--- src/rtl/cgm_pkg.sv ---
package cgm_pkg;
    typedef enum logic [2:0] {
        CGM_SCM = 3'd0,
        CGM_FEI = 3'd1,
        CGM_FBE = 3'd2,
        CGM_FEE = 3'd3,
        CGM_OFF = 3'd4
    } cgm_mode_e;

    localparam int SEL_W = 2;
endpackage

--- src/rtl/cgm_sync.sv ---
module cgm_sync #(
    parameter int W      = 4,
    parameter int STAGES = 2
) (
    input  logic         clk,
    input  logic         rst_n,
    input  logic [W-1:0] async_i,
    output logic [W-1:0] sync_o
);
    logic [W-1:0] stg_d [STAGES];
    logic [W-1:0] stg_q [STAGES];

    always_comb begin
        stg_d[0] = async_i;
        for (int i = 1; i < STAGES; i++) begin
            stg_d[i] = stg_q[i-1];
        end
    end

    generate
        for (genvar g = 0; g < STAGES; g++) begin : g_stage
            always_ff @(posedge clk or negedge rst_n) begin
                if (!rst_n) stg_q[g] <= '0;
                else        stg_q[g] <= stg_d[g];
            end
        end
    endgenerate

    assign sync_o = stg_q[STAGES-1];
endmodule

--- src/rtl/cgm_edge_qual.sv ---
module cgm_edge_qual #(
    parameter int EDGE_CNT = 4096
) (
    input  logic clk,
    input  logic rst_n,
    input  logic en_i,
    input  logic ref_i,
    output logic valid_o
);
    localparam int CW = $clog2(EDGE_CNT + 1);
    localparam logic [CW-1:0] LAST = CW'(EDGE_CNT - 1);

    typedef struct packed {
        logic [CW-1:0] cnt;
        logic          ref_prev;
        logic          valid;
    } qual_t;

    qual_t q_d, q_q;

    always_comb begin
        q_d          = q_q;
        q_d.ref_prev = ref_i;
        if (!en_i) begin
            q_d.cnt   = '0;
            q_d.valid = 1'b0;
        end else if (!q_q.valid && (ref_i != q_q.ref_prev)) begin
            if (q_q.cnt == LAST) q_d.valid = 1'b1;
            else                 q_d.cnt   = q_q.cnt + 1'b1;
        end
    end

    always_ff @(posedge clk or negedge rst_n) begin
        if (!rst_n) q_q <= '0;
        else        q_q <= q_d;
    end

    assign valid_o = q_q.valid;


    disabled_clears_chk: assert property (@(posedge clk) disable iff (!rst_n)
        !en_i |=> !valid_o);


    cnt_bound_chk: assert property (@(posedge clk) disable iff (!rst_n)
        q_q.cnt <= LAST);
endmodule

--- src/rtl/cgm_mode_fsm.sv ---
module cgm_mode_fsm
    import cgm_pkg::*;
#(
    parameter int               DCO_W       = 9,
    parameter int               TRIM_W      = 8,
    parameter int               DIV_W       = 3,
    parameter logic [DCO_W-1:0] DCO_DEFAULT = 9'd64,
    parameter logic [DIV_W-1:0] DIV_DEFAULT = 3'd0
) (
    input  logic              clk,
    input  logic              rst_n,
    input  logic              cfg_wr_i,
    input  logic [SEL_W-1:0]  cfg_sel_i,
    input  logic [DIV_W-1:0]  cfg_div_i,
    input  logic              cfg_keep_i,
    input  logic              flt_wr_i,
    input  logic [DCO_W-1:0]  flt_data_i,
    input  logic              trim_wr_i,
    input  logic [TRIM_W-1:0] trim_data_i,
    input  logic              stop_req_i,
    input  logic              stop_exit_int_i,
    input  logic              stop_exit_rst_i,
    input  logic              dbg_act_i,
    input  logic              dco_stable_s_i,
    input  logic              ext_det_s_i,
    input  logic              loss_s_i,
    input  logic              ext_valid_i,
    output cgm_mode_e         mode_o,
    output logic [SEL_W-1:0]  sel_o,
    output logic              clk_feed_en_o,
    output logic              dco_en_o,
    output logic              osc_en_o,
    output logic              flt_we_o,
    output logic [DCO_W-1:0]  dco_code_o,
    output logic [TRIM_W-1:0] trim_o,
    output logic              ref_src_ext_o,
    output logic [DIV_W-1:0]  div_sel_o
);
    typedef struct packed {
        cgm_mode_e         st;
        logic [SEL_W-1:0]  sel;
        logic [DIV_W-1:0]  div;
        logic              keep;
        logic [DCO_W-1:0]  dco;
        logic [TRIM_W-1:0] trim;
    } fsm_t;

    fsm_t r_d, r_q;
    logic lost;

    assign lost = !ext_det_s_i && loss_s_i;

    function automatic cgm_mode_e target_mode(input logic [SEL_W-1:0] sel,
                                              input logic dco_ok,
                                              input logic ref_lost);
        case (sel)
            2'b01:   target_mode = dco_ok ? CGM_FEI : CGM_SCM;
            2'b10:   target_mode = ref_lost ? CGM_SCM : CGM_FBE;
            2'b11:   target_mode = (dco_ok && !ref_lost) ? CGM_FEE : CGM_SCM;
            default: target_mode = CGM_SCM;
        endcase
    endfunction

    always_comb begin
        r_d = r_q;
        if (trim_wr_i) r_d.trim = trim_data_i;
        if (stop_exit_rst_i) begin
            r_d.st   = CGM_SCM;
            r_d.sel  = '0;
            r_d.div  = DIV_DEFAULT;
            r_d.keep = 1'b0;
            r_d.dco  = DCO_DEFAULT;
        end else begin
            if (cfg_wr_i) begin
                r_d.sel  = cfg_sel_i;
                r_d.div  = cfg_div_i;
                r_d.keep = cfg_keep_i;
            end
            if (r_q.st == CGM_SCM && flt_wr_i) r_d.dco = flt_data_i;
            if (r_q.st == CGM_OFF) begin
                if (stop_exit_int_i)
                    r_d.st = (r_q.sel == 2'b10) ? CGM_FBE : CGM_SCM;
            end else if (stop_req_i && !dbg_act_i) begin
                r_d.st = CGM_OFF;
            end else begin
                r_d.st = target_mode(r_d.sel, dco_stable_s_i, lost);
            end
        end
    end

    always_ff @(posedge clk or negedge rst_n) begin
        if (!rst_n) begin
            r_q.st   <= CGM_SCM;
            r_q.sel  <= '0;
            r_q.div  <= DIV_DEFAULT;
            r_q.keep <= 1'b0;
            r_q.dco  <= DCO_DEFAULT;
            r_q.trim <= '0;
        end else begin
            r_q <= r_d;
        end
    end

    always_comb begin
        mode_o        = r_q.st;
        sel_o         = r_q.sel;
        div_sel_o     = r_q.div;
        dco_code_o    = r_q.dco;
        trim_o        = r_q.trim;
        flt_we_o      = flt_wr_i && (r_q.st == CGM_SCM);
        ref_src_ext_o = ((r_q.st == CGM_FBE) || (r_q.st == CGM_FEE)) && ext_valid_i;
        case (r_q.st)
            CGM_OFF: begin
                clk_feed_en_o = 1'b0;
                dco_en_o      = r_q.keep;
                osc_en_o      = r_q.keep && r_q.sel[1];
            end
            CGM_FBE: begin
                clk_feed_en_o = ext_valid_i;
                dco_en_o      = 1'b1;
                osc_en_o      = r_q.sel[1];
            end
            default: begin
                clk_feed_en_o = 1'b1;
                dco_en_o      = 1'b1;
                osc_en_o      = r_q.sel[1];
            end
        endcase
    end


    lost_fallback_chk: assert property (@(posedge clk) disable iff (!rst_n)
        (lost && r_q.st != CGM_OFF && !stop_req_i)
        |=> (mode_o != CGM_FBE && mode_o != CGM_FEE));


    flt_ignored_chk: assert property (@(posedge clk) disable iff (!rst_n)
        (r_q.st != CGM_SCM && !stop_exit_rst_i) |=> $stable(dco_code_o));


    stop_enter_chk: assert property (@(posedge clk) disable iff (!rst_n)
        (r_q.st != CGM_OFF && stop_req_i && !dbg_act_i && !stop_exit_rst_i)
        |=> (mode_o == CGM_OFF && !clk_feed_en_o));


    dbg_hold_chk: assert property (@(posedge clk) disable iff (!rst_n)
        (r_q.st != CGM_OFF && stop_req_i && dbg_act_i) |=> mode_o != CGM_OFF);


    rst_exit_chk: assert property (@(posedge clk) disable iff (!rst_n)
        stop_exit_rst_i |=> (mode_o == CGM_SCM && sel_o == 2'b00
                             && dco_code_o == DCO_DEFAULT && $stable(trim_o)));
endmodule

--- src/rtl/cgm_ctrl.sv ---
module cgm_ctrl
    import cgm_pkg::*;
#(
    parameter int               DCO_W       = 9,
    parameter int               TRIM_W      = 8,
    parameter int               DIV_W       = 3,
    parameter logic [DCO_W-1:0] DCO_DEFAULT = 9'd64,
    parameter logic [DIV_W-1:0] DIV_DEFAULT = 3'd0,
    parameter int               EDGE_CNT    = 4096,
    parameter int               SYNC_STAGES = 2
) (
    input  logic              clk,
    input  logic              rst_n,
    input  logic              cfg_wr_i,
    input  logic [1:0]        cfg_sel_i,
    input  logic [DIV_W-1:0]  cfg_div_i,
    input  logic              cfg_keep_i,
    input  logic              flt_wr_i,
    input  logic [DCO_W-1:0]  flt_data_i,
    input  logic              trim_wr_i,
    input  logic [TRIM_W-1:0] trim_data_i,
    input  logic              stop_req_i,
    input  logic              stop_exit_int_i,
    input  logic              stop_exit_rst_i,
    input  logic              dbg_act_i,
    input  logic              dco_stable_i,
    input  logic              ext_det_i,
    input  logic              loss_clk_i,
    input  logic              ref_clk_i,
    output logic [2:0]        mode_o,
    output logic [1:0]        sel_o,
    output logic              clk_feed_en_o,
    output logic              dco_en_o,
    output logic              osc_en_o,
    output logic              flt_we_o,
    output logic [DCO_W-1:0]  dco_code_o,
    output logic [TRIM_W-1:0] trim_o,
    output logic              ext_valid_o,
    output logic              ref_src_ext_o,
    output logic [DIV_W-1:0]  div_sel_o
);
    localparam int NSTAT = 4;

    logic [NSTAT-1:0] stat_s;
    logic             ext_valid;
    logic             osc_en;
    cgm_mode_e        mode;

    cgm_sync #(.W(NSTAT), .STAGES(SYNC_STAGES)) u_sync (
        .clk     (clk),
        .rst_n   (rst_n),
        .async_i ({ref_clk_i, loss_clk_i, ext_det_i, dco_stable_i}),
        .sync_o  (stat_s)
    );

    cgm_edge_qual #(.EDGE_CNT(EDGE_CNT)) u_qual (
        .clk     (clk),
        .rst_n   (rst_n),
        .en_i    (osc_en && !stat_s[2]),
        .ref_i   (stat_s[3]),
        .valid_o (ext_valid)
    );

    cgm_mode_fsm #(
        .DCO_W(DCO_W), .TRIM_W(TRIM_W), .DIV_W(DIV_W),
        .DCO_DEFAULT(DCO_DEFAULT), .DIV_DEFAULT(DIV_DEFAULT)
    ) u_fsm (
        .clk             (clk),
        .rst_n           (rst_n),
        .cfg_wr_i        (cfg_wr_i),
        .cfg_sel_i       (cfg_sel_i),
        .cfg_div_i       (cfg_div_i),
        .cfg_keep_i      (cfg_keep_i),
        .flt_wr_i        (flt_wr_i),
        .flt_data_i      (flt_data_i),
        .trim_wr_i       (trim_wr_i),
        .trim_data_i     (trim_data_i),
        .stop_req_i      (stop_req_i),
        .stop_exit_int_i (stop_exit_int_i),
        .stop_exit_rst_i (stop_exit_rst_i),
        .dbg_act_i       (dbg_act_i),
        .dco_stable_s_i  (stat_s[0]),
        .ext_det_s_i     (stat_s[1]),
        .loss_s_i        (stat_s[2]),
        .ext_valid_i     (ext_valid),
        .mode_o          (mode),
        .sel_o           (sel_o),
        .clk_feed_en_o   (clk_feed_en_o),
        .dco_en_o        (dco_en_o),
        .osc_en_o        (osc_en),
        .flt_we_o        (flt_we_o),
        .dco_code_o      (dco_code_o),
        .trim_o          (trim_o),
        .ref_src_ext_o   (ref_src_ext_o),
        .div_sel_o       (div_sel_o)
    );

    assign mode_o      = mode;
    assign osc_en_o    = osc_en;
    assign ext_valid_o = ext_valid;


    ref_src_chk: assert property (@(posedge clk) disable iff (!rst_n)
        ref_src_ext_o |-> (ext_valid_o && (mode_o == 3'd2 || mode_o == 3'd3)));


    loss_clears_chk: assert property (@(posedge clk) disable iff (!rst_n)
        stat_s[2] |=> !ext_valid_o);
endmodule

--- config.mk ---
export PLATFORM = sky130hd
export DESIGN_NAME = cgm_ctrl
export DESIGN_NICKNAME = d
export VERILOG_FILES = /design/src/rtl/cgm_pkg.sv /design/src/rtl/cgm_sync.sv /design/src/rtl/cgm_edge_qual.sv /design/src/rtl/cgm_mode_fsm.sv /design/src/rtl/cgm_ctrl.sv
export SDC_FILE = /design/constraint.sdc
export NUM_CORES = 1
export LEC_CHECK = 0
export BUFFER_PORTS_ARGS = -buffer_cell sky130_fd_sc_hd__buf_2
export CORE_MARGIN = 4
export CORE_UTILIZATION = 55
export DETAILED_ROUTE_END_ITERATION = 6
export PLACE_DENSITY = 0.86
export SYNTH_ARGS = -nofsm -noshare
export SYNTH_HDL_FRONTEND = slang
export SYNTH_HIERARCHICAL = 1
export SYNTH_SLANG_ARGS = --single-unit
export TNS_END_PERCENT = 50
--- constraint.sdc ---
create_clock -name clk -period 4 [get_ports clk]
set_input_delay 0.8 -clock clk [delete_from_list [all_inputs] [get_ports clk]]
set_output_delay 0.8 -clock clk [all_outputs]
set_load 0.01 [all_outputs]
==> implementation parameters <==
Parameter                              Value

Detailed routing
  Residual DRC count    0
  Post-DR wirelength/cell    14.5 um
  Number of nets with antenna violations after detailed routing    0
  Post-detailed-routing wire length    4220 um
  Violation count after the first detailed-route iteration    121
  Drt pass-1 iters    4
  Vias after detailed routing    1595
  Via density per instance    5.50

Critical path
  Signal arrival time at the worst endpoint    1.52 ns
  Required time of the worst setup path    3.20 ns
  Number of cells on the worst reg-to-reg path    6
  Start point of the critical path    u_fsm/mode_o[0]
  Maximum fanout encountered on the critical timing path    4
  Startpoint of the worst-slack reg-to-reg timing path    u_fsm/mode_o[2]
  Worst setup path category    flip-flop to output pin
  Endpoint of the worst register-to-register path    u_qual/q_q[7]
  Startpoint type of the worst setup path    flip-flop
  Critical Path End Type    output pin
  Register-to-register setup slack    2.07 ns

Flow run
  Max capacitance violation total    0

Placement
  Port Buffer Count    66
  HPWL after detailed placement    3090 um
  Placement-stage worst setup slack    1.82 ns
  Last weighted congestion value of the routability-driven placer    0.776

Clock network
  Number of cells upsized or downsized after cts    0
  Buffer count from post-CTS setup fixing    0
  Post-CTS clock slew at the launch and capture registers of the worst setup and hold paths    0.10 ns
  Skew-Pair Late Insertion Delay    0.30 ns
  CTS hold repair buffers    0
  Clock tree root driver cell    sky130_fd_sc_hd__clkbuf_8
  Number of sinks on the clock net    49
  H-tree depth    2
  CTS buffer count    5
  Maximum count of clock buffers along a single path    2
  CTS tree    built

Timing
  Max Clock Skew    0.00723 ns
  Minimum setup slack in the final design    1.68 ns
  Setup violation total in the final timing report    0
  Final period util    58.1%
  Final Hold Viols    0
  Setup repair after global routing missed its margin    no
  Max Clock Freq    430 MHz
  Sum Neg Setup Slack    0 ns
  Minimum clock period after layout    2.32 ns
  Normalized max-slew margin    30.3%
  Pins Over Slew Limit    0
  Measured slew at the worst slew-check pin    1.05 ns
  Worst Hold Margin    0.355 ns

Status
  Status    finished clean

Synth
  Seq/Total Area, Yosys    52.8%
  Synthesis-stage register bit count    49
  Ranking of synthesized cells by instance count    sky130_fd_sc_hd__dfrtp_1 (48), sky130_fd_sc_hd__buf_4 (26), sky130_fd_sc_hd__nor2_1 (12)
  Cell accounting for the most synthesized area    sky130_fd_sc_hd__dfrtp_1
  Net count after synthesis    233
  Average cell area after synthesis    11.9 um^2
  Most instantiated library cell after synthesis    sky130_fd_sc_hd__dfrtp_1
  Top FF cell, synth    sky130_fd_sc_hd__dfrtp_1
  Cells taking the most area after synthesis    sky130_fd_sc_hd__dfrtp_1 (52%), sky130_fd_sc_hd__buf_4 (8.4%), sky130_fd_sc_hd__mux2_2 (4.4%), sky130_fd_sc_hd__mux2i_1 (4.3%), sky130_fd_sc_hd__a22o_1 (3.0%)
  Cell variety after synth    50
  Number of warning messages in the yosys log    6
  Area of the mapped netlist    2320 um^2
  Proportion of netlist area held by the largest area contributor    51.7%
  EDFF count, synth    0
  Post-synth ARST share    100%
  Gate count after technology mapping    196

Cells and area
  Final #Nets    276
  Fraction of final layout cells with drive strength greater than 1    38.8%
  Count of antenna diodes in the layout    0
  Relative area change from synthesis to final layout    11.9%

Floorplanning
  Die footprint    5330 um^2
  Number of top-level pins    67
  Std-Cell Rows    23
  Core footprint    4030 um^2
  Die Wd    73.0 um
  Effective utilization at floorplan    57.7%
  Die H    73.0 um

Hold path
  Class of the tightest hold or removal check    flip-flop to flip-flop
  Min-Delay Startpoint    u_sync/stg_d[1]
  Count of cells along the worst hold path    0
  End point of the most critical hold path    u_sync/sync_o[1]

GRT
  Number of global-route vias before repair    1598
  Antenna violations before repair    0
  Pin count of the biggest net entering global routing    50
  First-pass GRT wire length    7080 um
  Tot GR Track Use    17.2%
  Remaining Overflow, GRT    0

Power and ir drop
  Total power per unit cell area    365 nW/um^2
  Maximum VDD drop    0.000297 V
  Leakage Power    1.28 nW
-- worst max-delay path, stage by stage (launching register included) --
cell,delay (ns)
sky130_fd_sc_hd__dfrtp_1,0.46
sky130_fd_sc_hd__nor3b_2,0.32
sky130_fd_sc_hd__nand2b_1,0.12
sky130_fd_sc_hd__and2_1,0.19
sky130_fd_sc_hd__buf_2,0.14
-- placed cells by master, fill, tap and decap left out, types with 2 or more instances in the layout --
cell	n
sky130_fd_sc_hd__clkinvlp_4	2
sky130_fd_sc_hd__nand4_1	3
sky130_fd_sc_hd__buf_2	66
sky130_fd_sc_hd__inv_1	3
sky130_fd_sc_hd__o31ai_1	4
sky130_fd_sc_hd__nor4_1	3
sky130_fd_sc_hd__o211a_1	2
sky130_fd_sc_hd__a22o_1	8
sky130_fd_sc_hd__a21oi_1	5
sky130_fd_sc_hd__clkbuf_8	5
sky130_fd_sc_hd__nand2_1	11
sky130_fd_sc_hd__nand3_1	3
sky130_fd_sc_hd__o211ai_1	3
sky130_fd_sc_hd__mux2_2	9
sky130_fd_sc_hd__nand2b_1	8
sky130_fd_sc_hd__nor2_1	12
sky130_fd_sc_hd__and3b_1	2
sky130_fd_sc_hd__dfrtp_1	48
sky130_fd_sc_hd__or4_1	2
sky130_fd_sc_hd__mux2i_1	10
-- cell type report --
cell class	count	area, um^2
Fill cell	318	1430
Sequential cell	49	1230
Multi-Input combinational cell	114	873
Timing Repair Buffer	66	330
Clock buffer	5	68.8
Tap cell	50	62.6
Clock inverter	3	26.3
Inverter	3	11.3
-- how the worst max path moves through the flow --
stage | end | slack, ns | cells past startpoint
2_1_floorplan | flt_we_o | 2.12 | 1
3_3_place_gp | flt_we_o | 1.85 | 3
3_5_place_dp | flt_we_o | 1.82 | 3
4_1_cts | osc_en_o | 1.66 | 4
5_1_grt | osc_en_o | 1.59 | 4
6_report | osc_en_o | 1.68 | 4
-- flip-flops by register name (all words and copies together), names as in the netlist --
| name | flops |
|---|---|
| u_fsm/r_q | 1 |
| u_fsm/div_sel_o | 3 |
| u_sync/stg_d | 4 |
| u_qual/q_q | 14 |
| u_sync/sync_o | 4 |
| u_fsm/sel_o | 2 |
| u_fsm/mode_o | 3 |
| u_fsm/trim_o | 8 |
| u_qual/valid_o | 1 |
| u_fsm/dco_code_o | 9 |
-- metrics by stage --
step                total power, mW  cells  utilization (%)  area, um^2
finish                        0.948    290             64.5        2600
global route                  0.993    290             64.5        2600
CTS                           0.959    290             64.5        2600
detailed placement            0.658    282             62.2        2500
global placement              0.653    282             62.2        2500
floorplan                     0.626    196                -        2320
-- per-layer routing --
layer / global-route usage, % / routed length [um] / up-vias
li1: - / - / 767
met1: 20.9 / 1840 / 770
met2: 29.6 / 2080 / 49
met3: 4.41 / 228 / 9
met4: 5.94 / 65 / 0
met5: 0 / 0 / -
-- where the power goes --
group | internal (mW) | total (mW) | switching (mW)
clock | 0.127 | 0.302 | 0.174
combinational | 0.0528 | 0.112 | 0.0596
sequential | 0.519 | 0.534 | 0.0144
-- logic make-up after synthesis --
| kind of cell | synth area share (%) |
|---|---|
| XOR/XNOR | 0.754 |
| buffers and inverters | 9.59 |
| multiplexers | 8.67 |
| AO/OA/AOI/OAI | 9.86 |
| AND/OR/NAND/NOR | 17.8 |
| adder cells (fa/ha/maj) | 0.538 |
| flip-flops | 52.8 |
No activity file was read; power rests on OpenSTA's default activity.
